--- config.mk ---
export PLATFORM = sky130hd
export DESIGN_NAME = systick_unit
export DESIGN_NICKNAME = d
export VERILOG_FILES = /design/src/rtl/systick_pkg.sv /design/src/rtl/systick_presc.sv /design/src/rtl/systick_down.sv /design/src/rtl/systick_upcnt.sv /design/src/rtl/systick_unit.sv
export SDC_FILE = /design/constraint.sdc
export NUM_CORES = 1
export LEC_CHECK = 0
export BUFFER_PORTS_ARGS = -buffer_cell sky130_fd_sc_hd__buf_4
export CAP_MARGIN = 0
export CORE_MARGIN = 1
export CORE_UTILIZATION = 55
export DETAILED_ROUTE_END_ITERATION = 16
export PLACE_DENSITY = 0.74
export SETUP_SLACK_MARGIN = 0.15
export SLEW_MARGIN = 20
export SYNTH_ARGS = -nofsm -noshare
export SYNTH_HDL_FRONTEND = slang
export SYNTH_SLANG_ARGS = --single-unit
--- constraint.sdc ---
create_clock -name clk -period 4.73 [get_ports clk]
set_input_delay 0.946 -clock clk [delete_from_list [all_inputs] [get_ports clk]]
set_output_delay 0.946 -clock clk [all_outputs]
set_load 0.05 [all_outputs]
--- src/rtl/systick_pkg.sv ---
package systick_pkg;

    typedef enum logic {
        TS_IDLE = 1'b0,
        TS_RUN  = 1'b1
    } tmr_state_e;

    localparam int unsigned REG_ADDR_W = 8;

    localparam logic [REG_ADDR_W-1:0] OFF_PRESC = 8'h88;
    localparam logic [REG_ADDR_W-1:0] OFF_TICK  = 8'h8C;
    localparam logic [REG_ADDR_W-1:0] OFF_PTMR  = 8'h90;
    localparam logic [REG_ADDR_W-1:0] OFF_FTMR  = 8'hA8;

endpackage

--- src/rtl/systick_presc.sv ---
module systick_presc #(
    parameter int unsigned DATA_W     = 32,
    parameter int unsigned CLK_PER_US = 4
) (
    input  logic              clk,
    input  logic              rst_n,
    input  logic              wr_presc,
    input  logic [DATA_W-1:0] presc_wdata,
    input  logic              restart,
    output logic [DATA_W-1:0] presc_q,
    output logic              step
);
    localparam int unsigned MUL_W = $clog2(CLK_PER_US + 1);
    localparam int unsigned PC_W  = DATA_W + MUL_W;

    logic [PC_W-1:0] phase_q;
    logic [PC_W-1:0] period;

    assign period = PC_W'(presc_q) * PC_W'(CLK_PER_US);
    assign step   = (presc_q != '0) && (phase_q == period - PC_W'(1));

    always_ff @(posedge clk or negedge rst_n) begin
        if (!rst_n) begin
            presc_q <= '0;
            phase_q <= '0;
        end else begin
            if (wr_presc) begin
                presc_q <= presc_wdata;
            end
            if (wr_presc || restart || step || presc_q == '0) begin
                phase_q <= '0;
            end else begin
                phase_q <= phase_q + PC_W'(1);
            end
        end
    end

endmodule

--- src/rtl/systick_down.sv ---
module systick_down #(
    parameter int unsigned COUNT_W = 16
) (
    input  logic               clk,
    input  logic               rst_n,
    input  logic               wr,
    input  logic [COUNT_W:0]   wdata,
    input  logic               step,
    output logic [COUNT_W+1:0] rd_val,
    output logic               irq
);
    import systick_pkg::*;

    tmr_state_e         state_q, state_d;
    logic [COUNT_W-1:0] cnt_q;
    logic               exp_q;
    logic               irq_q;
    logic               expiring;

    assign expiring = (state_q == TS_RUN) && step && !wr && (cnt_q <= COUNT_W'(1));

    always_ff @(posedge clk or negedge rst_n) begin
        if (!rst_n) begin
            state_q <= TS_IDLE;
        end else begin
            state_q <= state_d;
        end
    end

    always_comb begin
        state_d = state_q;
        unique case (state_q)
            TS_IDLE: if (wr && wdata[COUNT_W]) state_d = TS_RUN;
            TS_RUN: begin
                if (wr)            state_d = wdata[COUNT_W] ? TS_RUN : TS_IDLE;
                else if (expiring) state_d = TS_IDLE;
            end
            default: state_d = TS_IDLE;
        endcase
    end

    always_ff @(posedge clk or negedge rst_n) begin
        if (!rst_n) begin
            cnt_q <= '0;
            exp_q <= 1'b0;
            irq_q <= 1'b0;
        end else begin
            irq_q <= expiring;
            if (wr) begin
                cnt_q <= wdata[COUNT_W-1:0];
                exp_q <= 1'b0;
            end else if (expiring) begin
                cnt_q <= '0;
                exp_q <= 1'b1;
            end else if (state_q == TS_RUN && step) begin
                cnt_q <= cnt_q - COUNT_W'(1);
            end
        end
    end

    assign rd_val = {exp_q, state_q == TS_RUN, cnt_q};
    assign irq    = irq_q;

endmodule

--- src/rtl/systick_upcnt.sv ---
module systick_upcnt #(
    parameter int unsigned W = 32
) (
    input  logic         clk,
    input  logic         rst_n,
    input  logic         wr,
    input  logic [W-1:0] wdata,
    input  logic         tick,
    output logic [W-1:0] val,
    output logic         irq
);
    always_ff @(posedge clk or negedge rst_n) begin
        if (!rst_n) begin
            val <= '0;
            irq <= 1'b0;
        end else begin
            irq <= tick;
            if (wr)        val <= wdata;
            else if (tick) val <= val + W'(1);
        end
    end
endmodule

--- src/rtl/systick_unit.sv ---
module systick_unit #(
    parameter int unsigned DATA_W     = 32,
    parameter int unsigned CLK_PER_US = 4,
    parameter int unsigned T1_W       = 16,
    parameter int unsigned T3_W       = 30
) (
    input  logic                                clk,
    input  logic                                rst_n,
    input  logic                                reg_wr,
    input  logic [systick_pkg::REG_ADDR_W-1:0] reg_addr,
    input  logic [DATA_W-1:0]                   reg_wdata,
    output logic [DATA_W-1:0]                   reg_rdata,
    input  logic                                tick_60hz,
    input  logic                                tick_fast,
    output logic                                irq_tick,
    output logic                                irq_t1,
    output logic                                irq_t3
);
    import systick_pkg::*;

    logic              sel_presc, sel_tick, sel_ptmr, sel_ftmr;
    logic [DATA_W-1:0] presc_val, t0_val;
    logic [T1_W+1:0]   t1_val;
    logic [T3_W+1:0]   t3_val;
    logic              t1_step;

    assign sel_presc = (reg_addr == OFF_PRESC);
    assign sel_tick  = (reg_addr == OFF_TICK);
    assign sel_ptmr  = (reg_addr == OFF_PTMR);
    assign sel_ftmr  = (reg_addr == OFF_FTMR);

    systick_presc #(.DATA_W(DATA_W), .CLK_PER_US(CLK_PER_US)) u_presc (
        .clk        (clk),
        .rst_n      (rst_n),
        .wr_presc   (reg_wr && sel_presc),
        .presc_wdata(reg_wdata),
        .restart    (reg_wr && sel_ptmr),
        .presc_q    (presc_val),
        .step       (t1_step)
    );

    systick_upcnt #(.W(DATA_W)) u_tick (
        .clk  (clk),
        .rst_n(rst_n),
        .wr   (reg_wr && sel_tick),
        .wdata(reg_wdata),
        .tick (tick_60hz),
        .val  (t0_val),
        .irq  (irq_tick)
    );

    systick_down #(.COUNT_W(T1_W)) u_ptmr (
        .clk   (clk),
        .rst_n (rst_n),
        .wr    (reg_wr && sel_ptmr),
        .wdata (reg_wdata[T1_W:0]),
        .step  (t1_step),
        .rd_val(t1_val),
        .irq   (irq_t1)
    );

    systick_down #(.COUNT_W(T3_W)) u_ftmr (
        .clk   (clk),
        .rst_n (rst_n),
        .wr    (reg_wr && sel_ftmr),
        .wdata (reg_wdata[T3_W:0]),
        .step  (tick_fast),
        .rd_val(t3_val),
        .irq   (irq_t3)
    );

    always_comb begin
        if (sel_presc)     reg_rdata = presc_val;
        else if (sel_tick) reg_rdata = t0_val;
        else if (sel_ptmr) reg_rdata = DATA_W'(t1_val);
        else if (sel_ftmr) reg_rdata = DATA_W'(t3_val);
        else               reg_rdata = '0;
    end

endmodule

==> impl_summary.log, run 1 <==
[metrics] post-route insts no fill: 1414
[metrics] top sig layer: met4
[metrics] cell depth of the worst flop-to-flop path: 11
[metrics] Worst-path clk slew: 60 ps
[metrics] total congestion overflow: 0
[metrics] Comb power frac: about a quarter
[metrics] library cell occupying the most area in the post-synthesis netlist: sky130_fd_sc_hd__dfrtp_1
[metrics] Core Rows: 48
[metrics] worst reg2reg endpoint: u_ptmr.cnt_q[10]$_DFFE_PN0P_
[metrics] data required time of the critical path: approximately 5100 ps
[metrics] Hold Buf Count CTS: 0
[metrics] data arrival time of the critical path: 4730 ps
[metrics] routed wire length on met2: around 14 mm
[metrics] DR pass1 iterations: 8
[metrics] final sum of negative setup slack: 0 ps
[metrics] Reg2Reg Launch Point: u_presc.presc_q[0]$_DFFE_PN0P_
[metrics] number of max-slew violations in the final report: 0
[metrics] total die area: 18000 µm²
[metrics] status: completed
[metrics] number of antenna repair diodes: 0
[metrics] portion of the clock cycle consumed by the worst path in the final layout: 92.3%
[metrics] WL met1: 12.5 mm
[metrics] source of the critical timing path: u_presc.presc_q[0]$_DFFE_PN0P_
[metrics] placed cells: roughly 1400
[metrics] CTS tree: done
[metrics] core outline area: ~17000 µm²
[metrics] placer congestion estimate: 0.989
[metrics] post-CTS repair timing setup buffer count: 0
[metrics] detailed-route DRC error count: 0
[metrics] ys flop type: sky130_fd_sc_hd__dfrtp_1
[metrics] maximum fanout along the worst path: 22
[metrics] Layout fillers: between 1000 and 1500
[metrics] capturing element of the worst setup path: u_ptmr.cnt_q[10]$_DFFE_PN0P_
[metrics] sw frac: between 30% and 40%
[metrics] critical path class: reg2reg
[metrics] Area contributors post-synth: sky130_fd_sc_hd__dfrtp_1 39%, sky130_fd_sc_hd__nor2_1 7.1%, sky130_fd_sc_hd__xor2_1 5.3%
[metrics] post-synthesis cell count: 1127
[metrics] via count of the first global-routing pass: 8288
[metrics] total leakage power: just under 0.005 µW
[metrics] relative slew slack: ~33%
[metrics] deepest level of the CTS H-tree: 4
[metrics] worst min-delay path category: reg2reg
[metrics] overall die height: 134 µm
[metrics] Slew @ Worst Pin: around 1000 ps
[metrics] number of routed nets with antenna violations: 0
[metrics] number of port buffers: 79
[metrics] total number of vias: ~9000
[metrics] number of resized instances in the post-cts repair step: 0
[metrics] setup repair after global routing missed its margin: false
[metrics] number of nets in the final layout: approximately 1200
[metrics] Initial Util: 56.1%
[metrics] dpl hpwl: 21.1 mm
[metrics] global routing usage summed across all routing layers: 33.5%
[metrics] setup violators final: 0
[metrics] number of antenna violations at the first check in global routing: 0
[metrics] proportion of synthesized flip-flops having asynchronous set or reset: 100%
[metrics] Post-synth EDFFs: 0
[metrics] CTS Sinks: 152
[metrics] VDD IR max: 0.297 mV
[metrics] sequential fraction of the synthesis area: 39.5%
[metrics] Synth Net Count: 1180
[metrics] Die W: 134 µm
[metrics] list of most frequent post-synthesis cells: 183 x sky130_fd_sc_hd__nor2_1, 152 x sky130_fd_sc_hd__dfrtp_1, 107 x sky130_fd_sc_hd__nand2_1
[metrics] routed length on met3: 2.44 mm
[metrics] Final Hold Vio Count: 0
[metrics] maximum number of pins on one net before global-route repair: 96
[metrics] clock tree skew after final layout: 9.21 ps
[metrics] f_max: 0.229 GHz
[metrics] P per Cell Area: 372 nW/µm²
[metrics] minimum clock period: 4360 ps
[metrics] maximum capacitance violations: 0
[metrics] clock latency of the later-clocked register in the worst-skew pair: 440 ps
[metrics] number of clock buffers inserted by TritonCTS: 17
[metrics] power share of the clock group: 32.5%
[metrics] reg2reg setup slack: 370 ps
[metrics] net switching power figure: 1450 µW
[metrics] Clock Tree Root: sky130_fd_sc_hd__clkbuf_16
[metrics] launching element type of the critical path: register
[metrics] fraction of post-synthesis cell area in the top cell type by area: around two fifths
[metrics] wire length reported by the detailed router: 29.6 mm
[metrics] wire length of the first global-routing pass: 46.0 mm
[metrics] ratio of cells with drive above 1 in the final layout: 14.8%
[metrics] WL/cell: 20.9 µm
[metrics] dominant cell by count in the synthesized netlist: sky130_fd_sc_hd__nor2_1
[metrics] post-synthesis cell area: 9630 µm²
[metrics] warning count from the yosys run: 0
[metrics] CP endpoint kind: register
[metrics] Internal Dissipation: 2610 µW
[metrics] flop and latch count out of synthesis: 152
[metrics] Sequential Power Share: approximately 43%
[metrics] Iteration-0 DRC Markers: 1164
[metrics] count of distinct cell types in the synthesized netlist: 65
[metrics] Clock Path Buffers: 2
[metrics] average via count per standard cell: 6.39
[metrics] I/O pin count: 80
[metrics] Avg Cell Area, Syn: 8.55 µm²
[metrics] area growth from synthesis to layout: 13.3%
-- worst min path at each step --
| stage | slack (ps) | startpoint | endpoint | cells after the start |
|---|---|---|---|---|
| floorplan | 450 | u_presc.phase_q[0]$_DFF_PN0_ | u_presc.phase_q[0]$_DFF_PN0_ | 1 |
| global placement | 470 | u_presc.phase_q[0]$_DFF_PN0_ | u_presc.phase_q[0]$_DFF_PN0_ | 1 |
| detailed placement | 480 | u_presc.phase_q[0]$_DFF_PN0_ | u_presc.phase_q[0]$_DFF_PN0_ | 1 |
| CTS | 490 | u_presc.phase_q[0]$_DFF_PN0_ | u_presc.phase_q[0]$_DFF_PN0_ | 1 |
| global route | 520 | u_presc.phase_q[0]$_DFF_PN0_ | u_presc.phase_q[0]$_DFF_PN0_ | 1 |
| finish | 490 | u_presc.phase_q[0]$_DFF_PN0_ | u_presc.phase_q[0]$_DFF_PN0_ | 1 |
-- per-stage QoR --
stage	worst slack, ps	util, %	power [µW]	hold slack (ps)	instance area (µm²)
detailed placement	464	60.3	2730	482	10400
global placement	559	60.3	2700	472	10400
CTS	436	63.5	4040	491	10900
floorplan	432	-	2400	448	9630
finish	365	63.5	4060	487	10900
global route	201	63.5	4250	520	10900
-- cell usage in the layout (no fill, tap or decap), types with 9 or more instances in the layout --
| cell | instances |
|---|---|
| sky130_fd_sc_hd__mux2_2 | 33 |
| sky130_fd_sc_hd__clkbuf_16 | 17 |
| sky130_fd_sc_hd__a222oi_1 | 14 |
| sky130_fd_sc_hd__o31ai_1 | 9 |
| sky130_fd_sc_hd__a21oi_1 | 79 |
| sky130_fd_sc_hd__nand3_1 | 55 |
| sky130_fd_sc_hd__nor2_1 | 183 |
| sky130_fd_sc_hd__or3_1 | 11 |
| sky130_fd_sc_hd__nor4_1 | 27 |
| sky130_fd_sc_hd__or4_1 | 11 |
| sky130_fd_sc_hd__o21ai_0 | 45 |
| sky130_fd_sc_hd__o211ai_1 | 9 |
| sky130_fd_sc_hd__nand2_1 | 107 |
| sky130_fd_sc_hd__buf_4 | 95 |
| sky130_fd_sc_hd__nor3_1 | 34 |
| sky130_fd_sc_hd__and3_1 | 14 |
| sky130_fd_sc_hd__a31oi_1 | 14 |
| sky130_fd_sc_hd__xnor2_1 | 57 |
| sky130_fd_sc_hd__dfrtp_1 | 152 |
| sky130_fd_sc_hd__mux2i_1 | 18 |
| sky130_fd_sc_hd__inv_1 | 12 |
| sky130_fd_sc_hd__nand4_1 | 24 |
| sky130_fd_sc_hd__and4_1 | 12 |
| sky130_fd_sc_hd__xor2_1 | 58 |
-- area by class of cell --
class	instances	area (µm²)	area share (%)
Inverter	12	45.0	0.413
Clock inverter	13	123	1.12
Tap cell	225	282	2.58
Timing Repair Buffer	96	724	6.64
Sequential cell	152	3800	34.9
Multi-Input combinational cell	897	5500	50.4
Clock buffer	19	433	3.97
-- power by group through the flow --
stage | registers [µW] | clock network, µW | logic (µW)
6_report | 1760 | 1320 | 989
5_1_grt | 1770 | 1380 | 1090
4_1_cts | 1740 | 1330 | 977
3_5_place_dp | 1760 | 0 | 971
3_3_place_gp | 1760 | 0 | 945
2_1_floorplan | 1660 | 0 | 740
-- critical path: stages (launching register included) --
cell	delay [ps]
sky130_fd_sc_hd__dfrtp_1	450
sky130_fd_sc_hd__inv_1	110
sky130_fd_sc_hd__ha_1	220
sky130_fd_sc_hd__or4b_2	590
sky130_fd_sc_hd__or4_4	470
sky130_fd_sc_hd__or2_4	260
sky130_fd_sc_hd__nor4b_2	220
sky130_fd_sc_hd__a31oi_1	100
sky130_fd_sc_hd__a2111oi_4	680
sky130_fd_sc_hd__nand2_2	430
sky130_fd_sc_hd__or4b_1	570
sky130_fd_sc_hd__a31oi_1	160
-- state kept, by name, summed over array words and instances, names as in the netlist --
name / flops
u_tick.val: 32
u_presc.phase_q: 35
u_ftmr.cnt_q: 30
u_ptmr.state_q: 1
u_ptmr.exp_q: 1
u_ptmr.irq: 1
u_ftmr.irq: 1
u_tick.irq: 1
u_presc.presc_q: 32
u_ftmr.exp_q: 1
u_ftmr.state_q: 1
u_ptmr.cnt_q: 16
-- per-layer routing --
metal / up-vias / track usage [%]
met3: 72 / 6.58
met1: 4360 / 45.4
met4: 0 / 13.5
met2: 463 / 52.6
met5: - / 0
li1: 4134 / -
-- logic make-up (layout without fill, tap and decap cells) --
family,Yosys count,in the layout,share of synthesized area (%)
xor+xnor,115,115,10.5
fa+ha+maj,8,8,1.04
flops,152,152,39.5
mux,51,51,5.73
buf+inv,78,140,3.44
compound gates,204,204,13.6
simple gates,519,519,26.2
Power figures use the tool's default switching activity.
==> inputs of run 2 (changes only) <==
--- a/config.mk
+++ b/config.mk
@@ -5,6 +5,7 @@
 export SDC_FILE = /design/constraint.sdc
 export NUM_CORES = 1
 export LEC_CHECK = 0
+export ABC_AREA = 1
 export BUFFER_PORTS_ARGS = -buffer_cell sky130_fd_sc_hd__buf_4
 export CAP_MARGIN = 0
 export CORE_MARGIN = 1
==> impl_summary.log, run 2 <==
[metrics] post-route worst hold slack: 465 ps
[metrics] power share of the clock group: 32.2%
[metrics] simple-gate share of the synthesized area: roughly a third
[metrics] top library cells by usage in the layout, fill and taps aside: 382 x sky130_fd_sc_hd__nand2_1, 227 x sky130_fd_sc_hd__nor2_1, 201 x sky130_fd_sc_hd__inv_1
[metrics] WL/cell: 19.6 µm
[metrics] clock latency of the later-clocked register in the worst-skew pair: between 400 and 500 ps
[metrics] maximum number of pins on one net before global-route repair: 99
[metrics] core outline area: 19500 µm²
[metrics] Internal Dissipation: approximately 2700 µW
[metrics] area of the multi-input gates: 6120 µm²
[metrics] final sum of negative setup slack: 0 ps
[metrics] number of antenna violations at the first check in global routing: 1
[metrics] Critical Path, Cell by Cell: buf_4 -> inv_1 -> nand2_1 -> nor2_1 -> nand2_1 -> inv_1 -> nand2_1 -> inv_1 -> buf_12 -> a21oi_1 -> a32oi_1 -> buf_4
[metrics] wire length reported by the detailed router: 38.0 mm
[metrics] post-synthesis cell count: around 1600
[metrics] dominant combinational cell family by area after synthesis: simple AND/OR/NAND/NOR gates
[metrics] sequential fraction of the synthesis area: 34.7%
[metrics] xor/xnor cell area share of the yosys netlist: 9.01%
[metrics] minimum clock period: 4170 ps
[metrics] top register by number of flip-flops: u_presc.phase_q
[metrics] library cell occupying the most area in the post-synthesis netlist: sky130_fd_sc_hd__dfrtp_1
[metrics] Hold Buf Count CTS: 0
[metrics] number of routed nets with antenna violations: 0
[metrics] Comb power frac: a little over a quarter
[metrics] proportion of synthesized flip-flops having asynchronous set or reset: 100%
[metrics] clock tree skew after final layout: 10.1 ps
[metrics] setup violators final: 0
[metrics] global routing usage summed across all routing layers: 38.2%
[metrics] Layout fillers: 1830
[metrics] data required time of the critical path: 3780 ps
[metrics] placer congestion estimate: between 1 and 1.5
[metrics] reg2reg setup slack: 1490 ps
[metrics] Clock Tree Root: sky130_fd_sc_hd__clkbuf_16
[metrics] Post-Synth Adder-Cell Area: 0.914%
[metrics] number of clock buffers inserted by TritonCTS: 17
[metrics] setup repair after global routing missed its margin: false
[metrics] P per Cell Area: about 350 nW/µm²
[metrics] overall die height: 143 µm
[metrics] deepest level of the CTS H-tree: 4
[metrics] dpl hpwl: about 30 mm
[metrics] ys flop type: sky130_fd_sc_hd__dfrtp_1
[metrics] Slew @ Worst Pin: 967 ps
[metrics] storage element area: about 3800 µm²
[metrics] data arrival time of the critical path: roughly 3200 ps
[metrics] VDD IR max: 0.261 mV
[metrics] Overall Power: roughly 4300 µW
[metrics] total congestion overflow: 0
[metrics] fraction of post-synthesis cell area in the top cell type by area: roughly a third
[metrics] flop and latch count out of synthesis: between 150 and 200
[metrics] maximum capacitance violations: 0
[metrics] number of max-slew violations in the final report: 0
[metrics] number of resized instances in the post-cts repair step: 0
[metrics] total number of vias: 11200
[metrics] Final Hold Vio Count: 0
[metrics] detailed-route DRC error count: 0
[metrics] average via count per standard cell: 5.79
[metrics] Post-synth EDFFs: 0
[metrics] worst min-delay path category: reg2reg
[metrics] post-CTS repair timing setup buffer count: 0
[metrics] post-synthesis cell area: between 10000 and 15000 µm²
[metrics] via count of the first global-routing pass: 10700
[metrics] CP endpoint kind: output port
[metrics] Core Rows: 51
[metrics] number of nets in the final layout: 1711
[metrics] biggest regs: u_presc.phase_q: 35 flops, u_presc.presc_q: 32 flops, u_tick.val: 32 flops
[metrics] total die area: 20500 µm²
[metrics] Initial Util: 56.2%
[metrics] CTS tree: done
[metrics] most frequent standard cell in the layout excluding fill and tap cells: sky130_fd_sc_hd__nand2_1
[metrics] ratio of cells with drive above 1 in the final layout: 9.70%
[metrics] Clock Path Buffers: 2
[metrics] crit path max-delay cell type: sky130_fd_sc_hd__inv_1
[metrics] Largest register FFs: 35
[metrics] count of distinct cell types in the synthesized netlist: 52
[metrics] DR pass1 iterations: 6
[metrics] relative slew slack: 35.6%
[metrics] maximum cell stage delay along the critical path: 410 ps
[metrics] CTS Sinks: about 150
[metrics] I/O pin count: 80
[metrics] number of antenna repair diodes: 0
[metrics] Synth Net Count: 1643
[metrics] total leakage power: 0.00608 µW
[metrics] pre-CTS setup slack: 703 ps
[metrics] list of most frequent post-synthesis cells: 383 x sky130_fd_sc_hd__nand2_1, 227 x sky130_fd_sc_hd__nor2_1, 201 x sky130_fd_sc_hd__inv_1
[metrics] Area contributors post-synth: sky130_fd_sc_hd__dfrtp_1 35%, sky130_fd_sc_hd__nand2_1 13%, sky130_fd_sc_hd__nor2_1 7.8%
[metrics] Die W: around 140 µm
[metrics] Sequential Power Share: between 40% and 50%
[metrics] slack of the critical path: 564 ps
[metrics] Compound-Gate Fraction of Synth Area: 11.9%
[metrics] Iteration-0 DRC Markers: 1052
[metrics] critical path class: in2out
[metrics] wire length of the first global-routing pass: 58.1 mm
[metrics] area growth from synthesis to layout: 13.1%
[metrics] portion of the clock cycle consumed by the worst path in the final layout: 88.1%
[metrics] sw frac: 36.8%
[metrics] maximum fanout along the worst path: 20
[metrics] f_max: 0.240 GHz
[metrics] multiplexer area fraction after synthesis: 0.103%
[metrics] warning count from the yosys run: 0
[metrics] status: completed
[metrics] launching element type of the critical path: input pin
[metrics] net switching power figure: between 1500 and 2000 µW
[metrics] number of port buffers: 79
[metrics] Avg Cell Area, Syn: 6.88 µm²
[metrics] dominant cell by count in the synthesized netlist: sky130_fd_sc_hd__nand2_1
[metrics] Worst-path clk slew: roughly 70 ps
[run 2: final cells by class]
| type | instances | area share [%] |
|---|---|---|
| multi-input cells | 1176 | 49.4 |
| flip-flops and latches | 152 | 30.7 |
| inverters | 217 | 6.58 |
| repair buffers | 94 | 5.83 |
| clock buffers | 19 | 3.58 |
| well taps | 265 | 2.68 |
| clock inverters | 12 | 1.15 |
[run 2: metrics by stage]
step / instances / area (µm²) / util [%]
global placement: 1904 / 11800 / 60.6
detailed placement: 1904 / 11800 / 60.6
floorplan: 1590 / 10900 / -
finish: 1935 / 12400 / 63.6
global route: 1935 / 12400 / 63.6
CTS: 1935 / 12400 / 63.6
[run 2: worst paths after layout]
path                                            endpoint  depth (start not counted)                            from
max reg2reg                  u_ptmr.cnt_q[5]$_DFFE_PN0P_                         16  u_presc.presc_q[0]$_DFFE_PN0P_
max in group asynchronous    u_ftmr.cnt_q[8]$_DFFE_PN0P_                          2                           rst_n
min                         u_presc.phase_q[0]$_DFF_PN0_                          1    u_presc.phase_q[0]$_DFF_PN0_
min reg2reg                 u_presc.phase_q[0]$_DFF_PN0_                          1    u_presc.phase_q[0]$_DFF_PN0_
max                                         reg_rdata[4]                         12                     reg_addr[6]
min in group asynchronous  u_presc.phase_q[30]$_DFF_PN0_                          1                           rst_n
[run 2: cells by family after synthesis]
kind of cell,after synthesis
xor gates and xnor gates,111
and+or+nand+nor,856
AOI/OAI and AO/OA,200
muxes,1
DFF,152
buffers and inverters,262
adders and majority gates,8
[run 2: power groups by stage]
stage               sequential [µW]  combinational, µW  clock, µW
floorplan                      1710                821          0
CTS                            1780               1120       1400
global route                   1810               1270       1460
global placement               1800               1090          0
finish                         1790               1140       1390
detailed placement             1800               1110          0
[run 2: critical path: cells and delay by family]
kind / cells / cell delay (ps)
compound gates: 2 / 350
buf+inv: 6 / 1140
simple gates: 4 / 790
[run 2: metal layers]
metal | up-vias | share of wire (%) | track usage (%)
li1 | 5327 | - | -
met1 | 5254 | 41 | 47.9
met2 | 507 | 46 | 62.0
met3 | 109 | 8.4 | 9.29
met4 | 0 | 4.2 | 17.3
met5 | - | 0 | 0
